<file path="src/rtl/serial_reg_port.sv">
module serial_reg_port #(
  parameter int         WDOG_LIMIT = 2160000,
  parameter logic [7:0] INV_ID     = 8'hFF
) (
  input  logic clk,
  input  logic rst_n,
  input  logic sck,
  input  logic sdio_in,
  output logic sdio_out,
  output logic sdio_oe,
  input  logic awake_in,
  input  logic mx_step,
  input  logic mx_neg,
  input  logic my_step,
  input  logic my_neg,
  output logic pdown,
  output logic force_awake
);
  localparam int WDW = $clog2(WDOG_LIMIT + 1);
  localparam logic [6:0] A_CFG = 7'h00, A_STAT = 7'h01, A_DY = 7'h02,
                         A_DX = 7'h03, A_INV = 7'h11;

  logic [2:0] sck_q;
  logic [1:0] din_q;
  always_ff @(posedge clk or negedge rst_n)
    if (!rst_n) begin
      sck_q <= 3'b111;
      din_q <= 2'b11;
    end else begin
      sck_q <= {sck_q[1:0], sck};
      din_q <= {din_q[0], sdio_in};
    end

  wire rise = sck_q[1] & ~sck_q[2];
  wire fall = ~sck_q[1] & sck_q[2];
  wire din  = din_q[1];

  logic [4:0]     cnt;
  logic           dir_wr;
  logic [6:0]     addr;
  logic [6:0]     dsh;
  logic [7:0]     rbuf;
  logic           oe_q, dout_q;
  logic [WDW-1:0] wd;
  logic [7:0]     cfg;
  logic signed [7:0] dx, dy;
  logic [7:0]     rsel;

  wire [6:0] addr_nx = {addr[5:0], din};
  wire [7:0] wdata   = {dsh, din};
  wire rd_cap  = rise && cnt == 5'd7 && !dir_wr;
  wire wr_hit  = rise && cnt == 5'd15 && dir_wr;
  wire cfg_wr  = wr_hit && addr == A_CFG;
  wire srst    = cfg_wr && !cfg[6] && wdata[7];
  wire timeout = cnt != 5'd0 && !cfg[6] && wd == WDW'(WDOG_LIMIT - 1);
  wire clr_x   = (rd_cap && addr_nx == A_DX) || srst;
  wire clr_y   = (rd_cap && addr_nx == A_DY) || srst;

  always_comb
    case (addr_nx)
      A_CFG:   rsel = cfg;
      A_STAT:  rsel = {7'b0000000, awake_in};
      A_DY:    rsel = dy;
      A_DX:    rsel = dx;
      A_INV:   rsel = INV_ID;
      default: rsel = 8'h00;
    endcase

  always_ff @(posedge clk or negedge rst_n)
    if (!rst_n) begin
      cnt <= '0; dir_wr <= 1'b0; addr <= '0; dsh <= '0;
      rbuf <= '0; oe_q <= 1'b0; dout_q <= 1'b0; wd <= '0;
    end else begin
      if (timeout) cnt <= '0;
      else if (rise) begin
        if (cnt == 5'd0) begin
          dir_wr <= din;
          cnt    <= 5'd1;
        end else if (cnt < 5'd8) begin
          addr <= addr_nx;
          cnt  <= cnt + 5'd1;
          if (cnt == 5'd7 && !dir_wr) rbuf <= rsel;
        end else begin
          dsh <= wdata[6:0];
          cnt <= (cnt == 5'd15) ? 5'd0 : cnt + 5'd1;
        end
      end
      if (fall) begin
        if (!dir_wr && cnt >= 5'd8) begin
          dout_q <= rbuf[7];
          rbuf   <= {rbuf[6:0], 1'b0};
          oe_q   <= 1'b1;
        end else oe_q <= 1'b0;
      end
      if (timeout) oe_q <= 1'b0;
      if (cnt == 5'd0 || timeout) wd <= '0;
      else if (!cfg[6]) wd <= wd + WDW'(1);
    end

  function automatic logic signed [7:0] step_sat(input logic signed [7:0] b,
                                                 input logic s, input logic n);
    if (!s) return b;
    if (n) return (b == -8'sd128) ? b : b - 8'sd1;
    return (b == 8'sd127) ? b : b + 8'sd1;
  endfunction

  always_ff @(posedge clk or negedge rst_n)
    if (!rst_n) begin
      cfg <= 8'h00; dx <= '0; dy <= '0;
    end else begin
      if (cfg_wr) begin
        if (cfg[6]) cfg[6] <= wdata[6];
        else        cfg    <= {1'b0, wdata[6:0]};
      end
      dx <= step_sat(clr_x ? 8'sd0 : dx, mx_step, mx_neg);
      dy <= step_sat(clr_y ? 8'sd0 : dy, my_step, my_neg);
    end

  assign sdio_oe     = oe_q & ~cfg[6];
  assign sdio_out    = dout_q;
  assign pdown       = cfg[6];
  assign force_awake = cfg[0];

  assert_addr_quiet_R2: assert property (@(posedge clk) disable iff (!rst_n)
    (cnt > 5'd0 && cnt < 5'd8) |-> !sdio_oe);
  assert_timeout_idle_R3: assert property (@(posedge clk) disable iff (!rst_n)
    timeout |=> cnt == 5'd0);
  assert_pd_cfg_hold_R7: assert property (@(posedge clk) disable iff (!rst_n)
    (cfg_wr && cfg[6]) |=> cfg[5:0] == $past(cfg[5:0]));
  assert_pd_wd_frozen_R7: assert property (@(posedge clk) disable iff (!rst_n)
    (cfg[6] && cnt != 5'd0 && !rise) |=> $stable(wd));
  assert_no_wrap_R10: assert property (@(posedge clk) disable iff (!rst_n)
    (dx == 8'sd127 && !clr_x) |=> dx != -8'sd128);
  assert_no_wrap_neg_R10: assert property (@(posedge clk) disable iff (!rst_n)
    (dy == -8'sd128 && !clr_y) |=> dy != 8'sd127);
  assert_carry_R11: assert property (@(posedge clk) disable iff (!rst_n)
    (clr_x && !srst && mx_step) |=> dx == ($past(mx_neg) ? -8'sd1 : 8'sd1));
endmodule

</file>
<file path="config.mk">
export PLATFORM = sky130hd
export DESIGN_NAME = serial_reg_port
export DESIGN_NICKNAME = d
export VERILOG_FILES = /design/src/rtl/serial_reg_port.sv
export SDC_FILE = /design/constraint.sdc
export NUM_CORES = 1
export LEC_CHECK = 0
export ABC_AREA = 1
export BUFFER_PORTS_ARGS = -buffer_cell sky130_fd_sc_hd__buf_2
export CORE_AREA = 2 2 94 96
export CTS_CLUSTER_DIAMETER = 50
export CTS_CLUSTER_SIZE = 25
export DETAILED_ROUTE_END_ITERATION = 8
export DIE_AREA = 0 0 96 98
export PLACE_DENSITY = 0.76
export RECOVER_POWER = 50
export SYNTH_ARGS = -nofsm -noshare
export SYNTH_HDL_FRONTEND = slang
export SYNTH_SLANG_ARGS = --single-unit
</file>
<file path="constraint.sdc">
create_clock -name clk -period 3.22 [get_ports clk]
set_input_delay 0.644 -clock clk [delete_from_list [all_inputs] [get_ports clk]]
set_output_delay 0.644 -clock clk [all_outputs]
set_load 0.03 [all_outputs]
</file>
======== After elaboration in Yosys (flattened, before gate mapping) ========
Cells that the tools add are included.
word-level totals
  ROM bits ................................ 0
  input bits .............................. 9
  register bits ........................... 80
  word-level logic and storage cells ...... 108
  bits in latches ......................... 0
  output and inout bits ................... 4
  memories ................................ 0
  memory bits (writable) .................. 0
operators by class
  bitwise gates (word level) .............. 9
  reduce and logical (&&, ||, !) cells .... 29
  multiplexer cells ....................... 36
  $lt $le $gt $ge ......................... 2
  add/subtract/negate cells ............... 6
  div/mod/pow operators ................... 0
  $mul .................................... 0
  equal/unequal tests ..................... 12
  shifts and indexed selects .............. 0
operators by type and width
  kind                     count
  $mux W8                  21
  $mux W22                 2
  $pmux W8 S5              1
  $eq A8 B8 Y1 const B     4
  $mux W5                  5
  $add A22 B1 Y22 const B  1
  $eq A22 B22 Y1 const B   1
  $add A8 B2 Y8 const B    2
  $sub A8 B2 Y8 const B    2
  $eq A7 B2 Y1 const B     2
  $logic_not A7 Y1         2
  $logic_and A1 B1 Y1      13
  $reduce_and A4 Y1        2
  $eq A7 B1 Y1 const B     1
  $eq A7 B5 Y1 const B     1
  $mux W1                  7
  $not A1 Y1               6
  $add A5 B1 Y5 const B    1
  $eq A5 B3 Y1 const B     1
  $eq A5 B4 Y1 const B     1
  $ge A5 B4 Y1 const B     1
  $logic_not A5 Y1         1
  $lt A5 B4 Y1 const B     1
  $reduce_bool A5 Y1       1
  other kinds (7)          14

======== Longest topological paths before layout ========
  depth in word-level cells ............... 14
  mapped depth ............................ 19
  depth with buffers taken out ............ 19

======== Worst setup path after synthesis ========
Ideal clock, no wire load.
  kind .................................... register to register
  start ................................... register cnt[0]
  end ..................................... register dx[0]
  path slack .............................. 0.925 ns
  cell stages (with the launch flop) ...... 18
  arrival time ............................ 2.220 ns
  path buffers ............................ 1
  cell sequence ........................... dfrtp_1 > ha_1 > nand2_1 > clkinv_1 > nand3_4 > nor2_4 > nand3b_2 > buf_6 > nand3_2 > inv_1 > ha_1 > nand2_1 > nor2_2 > nand3_2 > nand2_2 > nand2_1 > nand2_2 > xor2_2
on the way
  word-level cells in the longest chain between the ends .. 13
  elaborated cells on any way between the ends .. 22
  classes of those cells .................. add/sub (2); eq/ne (4); mux (7); reduce/logical (9)
RTL lines
  element                                               RTL line  RTL
  start, declared                                       38        logic [4:0] cnt;
  start signal, assigned                                81        cnt <= cnt + 5'd1;
  start signal, assigned                                85        cnt <= (cnt == 5'd15) ? 5'd0 : cnt + 5'd1;
  $eq A5 B4 Y1                                          52        wire wr_hit = rise && cnt == 5'd15 && dir_wr;
  $logic_and A1 B1 Y1 (2 in series)                     52
  $logic_and A1 B1 Y1                                   53        wire cfg_wr = wr_hit && addr == A_CFG;
  $logic_and A1 B1 Y1 (2 in series)                     54        wire srst = cfg_wr && !cfg[6] && wdata[7];
  $logic_or A1 B1 Y1 (*)                                56        wire clr_x = (rd_cap && addr_nx == A_DX) || srst;
  $mux W8 (*)                                           115       dx <= step_sat(clr_x ? 8'sd0 : dx, mx_step, mx_neg);
  $sub A8 B2 Y8 / $eq A8 B8 Y1 (equally long branches)  103       if (n) return (b == -8'sd128) ? b : b - 8'sd1;
  $mux W8 (2 in series)                                 103
  $mux W8                                               104       return (b == 8'sd127) ? b : b + 8'sd1;
  $mux W8 (*)                                           103
  end signal, assigned                                  115
  end, declared                                         46        logic signed [7:0] dx, dy;
Mark *: on every way between the ends. The rest lies on a longest branch, timed or not. The select of a mux whose other input is x is not followed.
A chain may end at the register's enable or synchronous reset.

======== Worst setup path after layout ========
Ends and elaborated chain as after synthesis.

==> flow_summary.ini <==
[synthesis]
syn_area_um2 = 4930
syn_inst = 656
synth_cell_types = 50
yosysTopAreaCellShare_pct = 38.1
syn_area_per_cell_um2 = 7.51
synth_area_leaders = dfrtp_1 38%, nand2_1 13%, inv_1 7.0%
synth_commonest_cells = 167 x nand2_1, 92 x inv_1, 75 x dfrtp_1
ys_ff_latch = 80
async_flop_share_pct = 100
synth_top_flop_cell = dfrtp_1
synth_nets = 674
synth_edf_count = 0
yosysWarnings = 0
yosys.area.top_type = dfrtp_1
synth.most_common_cell = nand2_1
synth_seq_area_share_pct = 40.7

[clock_network]
cts_resized = 0
cts_tree = yes
clockBufferDepth = 2
numClockSinks = 80
cts_buffers = 9
cts_hold_buffers = 0
clk_latency_ns = 0.37
htree_num_levels = 3
clk_pin_slew_ns = 0.09
cts_root_buf = clkbuf_8
post_cts_buffers = 0

[cells_and_area]
fin_util_pct = 62.5
nNetsFinal = 689
synthToLayoutAreaGrowth_pct = 7.44
final_cells = 784
layout-drive-gt1-share_pct = 13.0
diodes = 0
fillCellCount = 757

[sta]
clock.fmax_ghz = 0.369
hold_ws_ns = 0.371
finalSetupViolCount = 0
final_max_slew_viol_count = 81
finalSetupTns_ns = 0
finalCritPeriodShare_pct = 84.2
period_minus_slack_ns = 2.71
worst_pin_slew_ns = 1.93
relSlewSlack_pct = -28.6
rsz0062_at_grt = false
final_hold_viol_count = 0
fin_skew_ns = 0.0200

[floorplanning]
die_x_um = 96
die_height_um = 98
initial_core_util_pct = 58.2
io_pins = 13
row_count = 34
coreArea_um2 = 8470
die_area_um2 = 9410

[flow_run]
max-cap-violations = 1

[setup_path]
crit_type = register to register
end_kind = register
worstPathRequired_ns = 3.51
worstPathMaxFanout = 11
cp_data_arrival_time_ns = 3.00
startpoint_type = register

[power]
cellLeakagePower_nw = 2.66
p_total_mw = 3.91
ir_drop_uv = 393
power_density_nw_per_um2 = 738

[route]
ant_nets = 0
post_drt_wl_per_cell_um = 14.1
drt_iter0_markers = 268
remaining_drc_errors = 0
wl_mm = 11.1
first_pass_iters = 6
viasPerCell = 5.60
num_vias = 4392

[place]
dpl.cell_count = 768
routabilityCongestion = 0.965
dpl.hpwl_mm = 8.25
port_buffers = 12

[run_status]
failed_checks = max-capacitance violations, max-slew violations
status = complete, but fails checks

[grt]
grt_use_total_pct = 25.8
grt_pass1_wl_mm = 19.3
grt_max_degree = 81
overflow = 0
grt_pass1_vias = 4308
grt_antenna_before_repair = 0

[worst_hold_path]
holdCritPathClass = input pin to register
metal layers:
| metal | part of all wire (%) | global-route usage (%) |
|---|---|---|
| met2 | 48 | 42.5 |
| met3 | 4.0 | 4.86 |
| met5 | 0 | 0 |
| met4 | 2.2 | 9.23 |
| met1 | 46 | 33.7 |
kinds of logic after synthesis:
kind of cell	Yosys count	synth area share (%)
buffers and inverters	112	8.86
muxes	2	0.432
adders and majority gates	9	2.28
and+or+nand+nor	325	31.8
DFF	80	40.7
xor gates and xnor gates	13	2.46
AOI/OAI and AO/OA	115	13.4
worst paths after layout:
kind                                           end                from  slack, ns  cells past startpoint
worst min-delay path            din_q[0]$_DFF_PN1_             sdio_in       0.37                      1
worst max-delay path               dx[0]$_DFF_PN0_  cnt[0]$_DFFE_PN0P_       0.51                     16
worst max register to register     dx[0]$_DFF_PN0_  cnt[0]$_DFFE_PN0P_       0.51                     16
worst min register to register  sck_q[1]$_DFF_PN1_  sck_q[0]$_DFF_PN1_       0.37                      0
min in group asynchronous        wd[3]$_DFFE_PN0P_               rst_n       0.80                      1
max in group asynchronous          dx[7]$_DFF_PN0_               rst_n       1.26                      1
placed cells by master (no fill, tap or decap), types with 9 or more instances in the layout:
| cell type | synthesis | layout |
|---|---|---|
| nor2_1 | 44 | 44 |
| nand2_1 | 167 | 167 |
| buf_2 | 4 | 11 |
| inv_1 | 92 | 92 |
| dfrtp_1 | 75 | 75 |
| nand4_1 | 18 | 18 |
| clkbuf_8 | 0 | 10 |
| o21ai_0 | 49 | 48 |
| ha_1 | 9 | 9 |
| xor2_1 | 9 | 9 |
| nand3_1 | 36 | 36 |
| nor2_2 | 11 | 11 |
| a21oi_1 | 29 | 29 |
| o21ai_1 | 8 | 9 |
| nor3_1 | 11 | 11 |
flip-flops by register name, indices dropped and copies added (netlist names):
signal and cells:
cfg 7, oe_q 1, sdio_out 1, dsh 7, wd 22, addr 7, rbuf 8, dy 8
sck_q 3, din_q 2, dx 8, dir_wr 1, cnt 5
layout make-up:
| type | instances | area [um2] | area share (%) |
|---|---|---|---|
| flip-flops and latches | 80 | 2010 | 37.9 |
| clock inverters | 6 | 72.6 | 1.37 |
| clock buffers | 10 | 138 | 2.60 |
| repair buffers | 14 | 75.1 | 1.42 |
| inverters | 102 | 383 | 7.23 |
| well taps | 108 | 135 | 2.55 |
| multi-input cells | 464 | 2480 | 46.9 |
per-stage QoR:
step,instance area (um2),setup slack [ns]
finish,5300,0.509
global route,5300,0.172
CTS,5300,0.533
detailed placement,5090,0.565
global placement,5090,0.654
floorplan,4930,0.925
worst max-delay path: stages (launching register included):
cell and delay, ns:
dfrtp_1 0.39, ha_1 0.23, nand2_1 0.10, clkinv_1 0.13
nand3_4 0.11, nor2_4 0.05, nand3b_2 0.25, nand2_1 0.15
nor2_1 0.19, ha_1 0.21, nand2_1 0.09, nor2_2 0.20
nand3_2 0.14, nand2_2 0.10, nand2_1 0.07, nand2_2 0.09
xor2_2 0.12
where the power goes:
part / leakage (nW) / switching, mW / total (mW) / internal (mW)
registers: 1.04 / 0.233 / 1.49 / 1.26
logic: 1.52 / 1.06 / 1.63 / 0.569
clock network: 0.104 / 0.400 / 0.789 / 0.389
total: 2.66 / 1.69 / 3.91 / 2.22
No activity file was read; power rests on OpenSTA's default activity.
